==> config.mk <==
export PLATFORM = sky130hd
export DESIGN_NAME = psg_regif
export DESIGN_NICKNAME = d
export VERILOG_FILES = /design/src/rtl/psg_regif_pkg.sv /design/src/rtl/psg_bus_decode.sv /design/src/rtl/psg_reg_bank.sv /design/src/rtl/psg_field_export.sv /design/src/rtl/psg_regif.sv
export SDC_FILE = /design/constraint.sdc
export NUM_CORES = 1
export LEC_CHECK = 0
export ABC_AREA = 1
export BUFFER_PORTS_ARGS = -buffer_cell sky130_fd_sc_hd__buf_2
export CORE_ASPECT_RATIO = 0.75
export CORE_MARGIN = 2
export CORE_UTILIZATION = 35
export DETAILED_ROUTE_END_ITERATION = 12
export PLACE_DENSITY_LB_ADDON = 0.15
export SLEW_MARGIN = 20
export SYNTH_ARGS = -nofsm -noshare
export SYNTH_HDL_FRONTEND = slang
export SYNTH_SLANG_ARGS = --single-unit
==> constraint.sdc <==
create_clock -name clk_i -period 2.9 [get_ports clk_i]
set_clock_uncertainty 0.1 [all_clocks]
set_input_delay 0.29 -clock clk_i [delete_from_list [all_inputs] [get_ports clk_i]]
set_output_delay 0.29 -clock clk_i [all_outputs]
set_load 0.01 [all_outputs]
==> src/rtl/psg_regif_pkg.sv <==
package psg_regif_pkg;
  localparam int DW   = 8;
  localparam int NREG = 16;
  localparam int IW   = $clog2(NREG);
  localparam int NCH  = 3;
  localparam int TPW  = 12;
  localparam int NPW  = 5;
  localparam int LVW  = 4;
  localparam int EPW  = 2 * DW;
  localparam int SHW  = 4;

  localparam int IDX_NOISE = 6;
  localparam int IDX_MIX   = 7;
  localparam int IDX_AMP0  = 8;
  localparam int IDX_ENVLO = 11;
  localparam int IDX_ENVHI = 12;
  localparam int IDX_SHAPE = 13;
  localparam int IDX_PORT0 = 14;

  // code is {bdir, bc1}
  typedef enum logic [1:0] {
    BUS_IDLE  = 2'b00,
    BUS_READ  = 2'b01,
    BUS_WRITE = 2'b10,
    BUS_LATCH = 2'b11
  } bus_op_e;

  function automatic logic [DW-1:0] wr_mask(input int idx);
    if (idx < 2 * NCH)                     return idx[0] ? 8'h0F : 8'hFF;
    if (idx == IDX_NOISE)                  return 8'h1F;
    if (idx >= IDX_AMP0 && idx < IDX_AMP0 + NCH) return 8'h1F;
    if (idx == IDX_SHAPE)                  return 8'h0F;
    return 8'hFF;
  endfunction
endpackage

==> src/rtl/psg_bus_decode.sv <==
module psg_bus_decode
  import psg_regif_pkg::*;
(
  input  logic          clk_i,
  input  logic          rst_ni,
  input  logic          bdir_i,
  input  logic          bc1_i,
  input  logic [DW-1:0] data_i,
  output bus_op_e       op_o,
  output logic          addr_ok_o,
  output logic [IW-1:0] idx_o
);
  logic [DW-1:0] addr_q;

  assign op_o = bus_op_e'({bdir_i, bc1_i});

  always_ff @(posedge clk_i or negedge rst_ni) begin
    if (!rst_ni)               addr_q <= '0;
    else if (op_o == BUS_LATCH) addr_q <= data_i;
  end

  // full address compared; upper bits act as chip select
  assign addr_ok_o = (addr_q < DW'(NREG));
  assign idx_o     = addr_q[IW-1:0];
endmodule

==> src/rtl/psg_reg_bank.sv <==
module psg_reg_bank
  import psg_regif_pkg::*;
(
  input  logic                     clk_i,
  input  logic                     rst_ni,
  input  bus_op_e                  op_i,
  input  logic                     addr_ok_i,
  input  logic [IW-1:0]            idx_i,
  input  logic [DW-1:0]            data_i,
  input  logic [1:0][DW-1:0]       pins_i,
  output logic [NREG-1:0][DW-1:0]  regs_o,
  output logic [DW-1:0]            rdata_o,
  output logic                     wr_stb_o,
  output logic [IW-1:0]            wr_idx_o
);
  logic [NREG-1:0][DW-1:0] regs_q;
  logic wr_hit, rd_hit;

  assign wr_hit = (op_i == BUS_WRITE) && addr_ok_i;
  assign rd_hit = (op_i == BUS_READ)  && addr_ok_i;

  for (genvar g = 0; g < NREG; g++) begin : g_reg
    localparam logic [DW-1:0] MASK = wr_mask(g);
    if (g >= IDX_PORT0) begin : g_port
      logic in_mode;
      assign in_mode = ~regs_q[IDX_MIX][6 + g - IDX_PORT0];
      always_ff @(posedge clk_i or negedge rst_ni) begin
        if (!rst_ni)
          regs_q[g] <= '0;
        else if (wr_hit && idx_i == IW'(g))
          regs_q[g] <= data_i & MASK;
        else if (rd_hit && idx_i == IW'(g) && in_mode)
          regs_q[g] <= pins_i[g - IDX_PORT0];
      end
    end else begin : g_plain
      always_ff @(posedge clk_i or negedge rst_ni) begin
        if (!rst_ni)                        regs_q[g] <= '0;
        else if (wr_hit && idx_i == IW'(g)) regs_q[g] <= data_i & MASK;
      end
    end
  end

  always_comb begin
    rdata_o = '0;
    if (rd_hit) begin
      rdata_o = regs_q[idx_i];
      if (idx_i >= IW'(IDX_PORT0) && !regs_q[IDX_MIX][6 + 32'(idx_i - IW'(IDX_PORT0))])
        rdata_o = pins_i[idx_i - IW'(IDX_PORT0)];
    end
  end

  always_ff @(posedge clk_i or negedge rst_ni) begin
    if (!rst_ni) begin
      wr_stb_o <= 1'b0;
      wr_idx_o <= '0;
    end else begin
      wr_stb_o <= wr_hit;
      if (wr_hit) wr_idx_o <= idx_i;
    end
  end

  assign regs_o = regs_q;
endmodule

==> src/rtl/psg_field_export.sv <==
module psg_field_export
  import psg_regif_pkg::*;
(
  input  logic [NREG-1:0][DW-1:0] regs_i,
  output logic [NCH*TPW-1:0]      tone_per_o,
  output logic [NPW-1:0]          noise_per_o,
  output logic [NCH-1:0]          tone_dis_o,
  output logic [NCH-1:0]          noise_dis_o,
  output logic [NCH*LVW-1:0]      amp_lvl_o,
  output logic [NCH-1:0]          amp_env_o,
  output logic [EPW-1:0]          env_per_o,
  output logic [SHW-1:0]          env_shape_o,
  output logic [1:0]              port_oe_o
);
  for (genvar c = 0; c < NCH; c++) begin : g_ch
    logic [TPW-1:0] raw;
    assign raw = {regs_i[2*c+1][TPW-DW-1:0], regs_i[2*c]};
    assign tone_per_o[c*TPW +: TPW] = (raw == '0) ? TPW'(1) : raw;
    assign tone_dis_o[c]            = regs_i[IDX_MIX][c];
    assign noise_dis_o[c]           = regs_i[IDX_MIX][NCH + c];
    assign amp_lvl_o[c*LVW +: LVW]  = regs_i[IDX_AMP0 + c][LVW-1:0];
    assign amp_env_o[c]             = regs_i[IDX_AMP0 + c][LVW];
  end

  logic [EPW-1:0] env_raw;
  assign env_raw     = {regs_i[IDX_ENVHI], regs_i[IDX_ENVLO]};
  assign env_per_o   = (env_raw == '0) ? EPW'(1) : env_raw;
  assign noise_per_o = (regs_i[IDX_NOISE][NPW-1:0] == '0) ? NPW'(1)
                                                         : regs_i[IDX_NOISE][NPW-1:0];
  assign env_shape_o = regs_i[IDX_SHAPE][SHW-1:0];
  assign port_oe_o   = regs_i[IDX_MIX][7:6];
endmodule

==> src/rtl/psg_regif.sv <==
module psg_regif
  import psg_regif_pkg::*;
(
  input  logic               clk_i,
  input  logic               rst_ni,
  input  logic               bdir_i,
  input  logic               bc1_i,
  input  logic [7:0]         data_i,
  output logic [7:0]         rdata_o,
  input  logic [7:0]         porta_i,
  input  logic [7:0]         portb_i,
  output logic [7:0]         porta_o,
  output logic [7:0]         portb_o,
  output logic               porta_oe_o,
  output logic               portb_oe_o,
  output logic               wr_stb_o,
  output logic [3:0]         wr_idx_o,
  output logic               env_restart_o,
  output logic [35:0]        tone_per_o,
  output logic [4:0]         noise_per_o,
  output logic [2:0]         tone_dis_o,
  output logic [2:0]         noise_dis_o,
  output logic [11:0]        amp_lvl_o,
  output logic [2:0]         amp_env_o,
  output logic [15:0]        env_per_o,
  output logic [3:0]         env_shape_o
);
  bus_op_e                 op;
  logic                    addr_ok;
  logic [IW-1:0]           idx;
  logic [NREG-1:0][DW-1:0] regs;
  logic [1:0]              port_oe;

  psg_bus_decode u_dec (
    .clk_i, .rst_ni, .bdir_i, .bc1_i, .data_i,
    .op_o(op), .addr_ok_o(addr_ok), .idx_o(idx)
  );

  psg_reg_bank u_bank (
    .clk_i, .rst_ni, .op_i(op), .addr_ok_i(addr_ok), .idx_i(idx), .data_i,
    .pins_i({portb_i, porta_i}), .regs_o(regs), .rdata_o,
    .wr_stb_o, .wr_idx_o
  );

  psg_field_export u_fld (
    .regs_i(regs), .tone_per_o, .noise_per_o, .tone_dis_o, .noise_dis_o,
    .amp_lvl_o, .amp_env_o, .env_per_o, .env_shape_o, .port_oe_o(port_oe)
  );

  assign porta_o       = regs[IDX_PORT0];
  assign portb_o       = regs[IDX_PORT0 + 1];
  assign porta_oe_o    = port_oe[0];
  assign portb_oe_o    = port_oe[1];
  assign env_restart_o = wr_stb_o && (wr_idx_o == IW'(IDX_SHAPE));
endmodule

# After elaboration in Yosys (flattened, before gate mapping)
# Index checks and enable logic that the tools add are counted.
# Widths: inputs -> output; s select.
[totals]
ff_bits = 113
inputBits = 28
out_inout_bits = 114
word_cells = 98
[op_classes]
add_sub_neg = 3
magnitude_cmp = 5
eq_ne = 19
muxes = 17
bitwise = 2
n_reduce_logical = 33
[op_table]
columns = ["cell", "n"]
rows = [
  ["$mux 8", 9],
  ["$eq 4x4->1 const B", 9],
  ["$logic_not 12->1", 3],
  ["$mux 12", 3],
  ["$add 3x32->32 const A", 1],
  ["$bmux 8 s4", 1],
  ["$lt 32x4->1 const B", 1],
  ["$logic_and 1x1->1", 24],
  ["$eq 4x3->1 const B", 4],
  ["$logic_not 16->1", 1],
  ["$mux 16", 1],
  ["$eq 4x2->1 const B", 2],
  ["$lt 8x5->1 const B", 1],
  ["$logic_not 5->1", 1],
  ["$lt 4x5->1 const B", 1],
  ["$mux 5", 1],
  ["$sub 4x4->5 const B", 1],
  ["$eq 2x2->1 const B", 2],
  ["$eq 4x1->1 const B", 1],
  ["$ge 4x4->1 const B", 1],
  ["$logic_not 4->1", 1],
  ["$lt 4x2->1 const B", 1],
  ["$reduce_bool 2->1", 2],
  ["$sub 4x4->4 const B", 1],
  ["5 further kinds", 6],
]

# Logic depth before layout (Yosys ltp)
[logic_depth]
word_depth = 8
mapped_depth = 12
ltp_nobuf = 10

# By module
# Synthesis repeated with hierarchy kept, for this count alone.
[hier_totals]
cells_unflattened = 1030
area_unflattened_um2 = 6910.4
[by_module_without_submodules]
columns = ["mod", "n_inst", "cells_per_inst", "area_per_inst_um2", "seq_area_each_um2"]
rows = [
  ["psg_reg_bank", 1, 840, 5849.4, 2627.5],
  ["psg_field_export", 1, 138, 630.6, 0.0],
  ["psg_bus_decode", 1, 48, 414.1, 200.2],
  ["psg_regif", 1, 4, 16.3, 0.0],
]

# Least setup slack after synthesis
# No wires, ideal clock.
[synth_path]
path_kind = "register -> output"
startpoint = "register u_dec.addr_q[1]"
endpoint = "output port rdata_o[5]"
arrival_time_ns = 1.457
required_ns = 2.510
slack_ns = 1.053
path_stages_with_launch = 13
n_path_buf = 3
cell_sequence = "dfrtp_1 -> buf_4 -> inv_2 -> buf_6 -> nand2_2 -> nor2_1 -> nor2_1 -> nand2_1 -> nand2_1 -> buf_4 -> o21ai_0 -> nand2_1 -> nor2_1"
[synth_between]
elab_chain_len = 8
elab_cells_between_ends = 13
classes_between = "2 x add/sub; 2 x order compare; 6 x mux; 3 x reduce/logical"
[synth_lines]
columns = ["element", "line_no", "text"]
rows = [
  ["from (decl)", "psg_bus_decode.sv:13", "logic [DW-1:0] addr_q;"],
  ["from (signal assigned)", "psg_bus_decode.sv:19", "else if (op_o == BUS_LATCH) addr_q <= data_i;"],
  ["$sub 4x4->5", "psg_reg_bank.sv:47", "if (idx_i >= IW'(IDX_PORT0) && !regs_q[IDX_MIX][6 + 32'(idx_i - IW'(IDX_PORT0))])"],
  ["$add 3x32->32", "psg_reg_bank.sv:47", ""],
  ["$bmux 1 s3", "psg_reg_bank.sv:47", ""],
  ["$mux 1 (implied by the code)", "psg_reg_bank.sv:47", ""],
  ["$logic_not 1->1", "psg_reg_bank.sv:47", ""],
  ["$logic_and 1x1->1", "psg_reg_bank.sv:47", ""],
  ["$mux 8", "psg_reg_bank.sv:47", ""],
  ["$mux 8 (*)", "psg_reg_bank.sv:45", "if (rd_hit) begin"],
  ["to (decl)", "psg_regif.sv:9", "output logic [7:0] rdata_o,"],
]
# Mark *: on every way between the ends. The rest lies on a longest branch, timed or not. The select of a mux whose other input is x is not followed.

# Worst setup path in the final report
# Ends and elaborated chain as after synthesis.

==> impl_results.md <==
- Worst Hold Launch: porta_i[6]
- DRC: 0
- I/O pin cnt: 142
- Die Ht: 123 um
- TritonCTS clock tree: done
- RSZ-0062 raised after global routing: false
- Main synth FF type: dfrtp_1
- Top-count cell post-synth: nand2_1
- FILL cells: 1978
- Fin cells: 1271
- Largest area contributor in the netlist: dfrtp_1
- Largest buffer count on any clock path: 2
- Syn Area/Cell: 6.90 um^2
- Largest net degree at the start of global routing: 65
- Final Hold Vio Count: 0
- Period utilization: 0.932
- Setup CP Type: flop to output pin
- Max Slew Vio Count: 0
- GRT Residual Overflow: 0
- Synthesized Nets: 992
- Post-synthesis instance area: 0.00664 mm^2
- CTS buffer count: 17
- Post-route setup TNS: 0 ns
- Worst hold path type: input pin to flop
- Synth area leaders: dfrtp_1 43%, nand2_1 20%, o21ai_0 8.2%
- RD Place Congestion: 0.892
- Cells after synthesis: a little under 1k
- Seq/Total Area, Yosys: 0.426
- Detail Route Antenna Nets: 0
- Htree depth: 4
- NumNets Final: 1041
- Yosys top cell area share: 0.426
- Layout cells sized above 1: 0.205
- EDFF count, synth: 0
- Clock sink count: 113
- Critical path fanouts, max: 6
- Core Area: roughly 0.019 mm^2
- Number of global-route vias before repair: 5647
- Vias per cell: 4.77
- Total track usage: 0.228
- Die area: around 0.020 mm^2
- Switching Share: 0.344
- Fmax: 370 MHz
- Setup crit end kind: output pin
- Initial core utilization: 0.358
- Cell Rows: 43
- Clock Latency Late Sink: 0.42 ns
- Port Buffers: 141
- Combinational Power Share: 0.261
- First-pass GRT wire length: 33.7 mm
- Status: finished, final reports clean
- Clock network fraction of total power: 0.367
- Peak supply drop: around 0.34 mV
- Least-Margin Pin Slew: 0.743 ns
- WL/cell: ~17 um
- Antenna violations before repair: 1
- Total number of vias: 6066
- CTS clock-pin slew for the worst setup and hold paths: approximately 0.060 ns
- Leakage: 0.00412 uW
- Int Pwr: 3710 uW
- Area Overhead vs Synth: 15.9%
- Endpoints failing setup: 0
- Sequential Power Share: 0.372
- DRT iter0 DRCs: 438
- Max-cap violations: 0
- Placed insts: about 1.2k
- Slew headroom: 0.504
- CP required: approximately 2.5 ns
- Ys Warns: 0
- Post-synth ARST share: 1.00
- Clock Root Buffer: clkbuf_16
- Worst setup path start: u_dec.addr_q[1]
- Hpwl dp: about 16 mm
- CP Launch Type: flop
- Pwr dens: 735 mW/mm^2
- Initial DRT Pass Iterations: 5
- Commonest cells in the netlist: 347 x nand2_1, 113 x dfrtp_1, 109 x o21ai_0, 102 x inv_1, 67 x nor2_1
- P_sw: between 1500 and 2000 uW
- Final wirelength: ~22 mm
- Tmin final: 2.70 ns
- Chip width: 163 um
- Reg-to-Reg Start: u_dec.addr_q[5]
- Synth unique cells: 32
- Yosys reg bits: 113
- Worst EP arrival: 2.31 ns
- ANT cells: 0
## worst paths after layout
path	end	slack [ns]	cells past startpoint
max	rdata_o[5]	0.20	11
min	u_bank.regs_o[118]	0.05	3
max reg2reg	u_bank.regs_o[98]	0.69	7
min reg2reg	u_dec.addr_q[7]	0.38	2
max in group asynchronous	u_dec.addr_q[2]	1.51	3
min in group asynchronous	u_bank.regs_o[65]	0.36	2
## cells in the final DEF, fill, tap and decap left out, types with 5 or more instances in the layout
master     count
inv_1        102
nand3_2        5
dfrtp_1      111
nor2_1        67
buf_4         18
o21ai_1       10
o21ai_0      109
o221ai_1       5
nand2_1      346
a21oi_1       11
clkbuf_16     17
nand3_1       25
nor4_1         8
buf_2        140
## critical path, cell delays in order, from the launching register on
cell and delay, ns:
dfrtp_1 0.46, ha_1 0.37, nor2_1 0.06, nand3_1 0.08, nand2_1 0.05, nor2_1 0.17
nand2_2 0.12, buf_4 0.18, o21ai_0 0.07, nand2_1 0.08, nor2_1 0.13, buf_2 0.15
## state kept, by name, summed over array words and instances, names as in the netlist
signal and flops:
u_bank.wr_stb_o 1, u_dec.addr_q 8, u_bank.wr_idx_o 4, u_bank.regs_o 100
## area by class of cell
class                           count  area, um^2  area share
Clock buffer                       22         474      0.0616
Clock inverter                      9         108      0.0140
Inverter                          103         389      0.0505
Multi-Input combinational cell    616        2710       0.352
Sequential cell                   113        2830       0.368
Tap cell                          247         309      0.0401
Timing Repair Buffer              161         877       0.114
## timing repair
item,CTS,global route
endpoints found under the hold margin,49,0
endpoints found under the setup margin,0,7
buffers inserted,0,3
hold buffers,1,0
resized for setup,0,8
## through the flow
step | util | area [um^2] | setup WS, ns | hold slack [ns] | power (uW)
after CTS | 0.412 | 7660 | 0.0359 | 0.0354 | 5700
final | 0.415 | 7700 | 0.196 | 0.0512 | 5660
after global placement | 0.381 | 7060 | 0.494 | 0.279 | 3600
after floorplan | - | 6640 | 1.05 | -0.106 | 3110
after global routing | 0.415 | 7700 | 0.00711 | 0.0632 | 6000
after detailed placement | 0.381 | 7060 | 0.503 | 0.281 | 3600
## kinds of logic (layout without fill, tap and decap cells)
family	after synthesis	count (layout)	share of synthesized area
AND/OR/NAND/NOR	473	473	0.292
buffers and inverters	234	295	0.168
AO/OA/AOI/OAI	141	141	0.111
flip-flops	113	113	0.426
adder cells (fa/ha/maj)	1	1	0.00188
multiplexers	1	1	0.00151
## power groups by stage
| stage | Clock, uW | Combinational [uW] | Sequential (uW) |
|---|---|---|---|
| 2_1_floorplan | 0 | 1090 | 2020 |
| 3_3_place_gp | 0 | 1470 | 2130 |
| 5_1_grt | 2180 | 1680 | 2140 |
| 6_report | 2080 | 1480 | 2110 |
| 4_1_cts | 2120 | 1480 | 2100 |
| 3_5_place_dp | 0 | 1470 | 2130 |
## routing by layer
layer  global-route usage  vias up  routed length, um
li1                     -     3026                  -
met1                0.360     2816              11600
met2                0.313      212               8770
met3               0.0480       12               1490
met4               0.0531        0                121
met5                    0        -                  0
No activity file was read; power rests on OpenSTA's default activity.
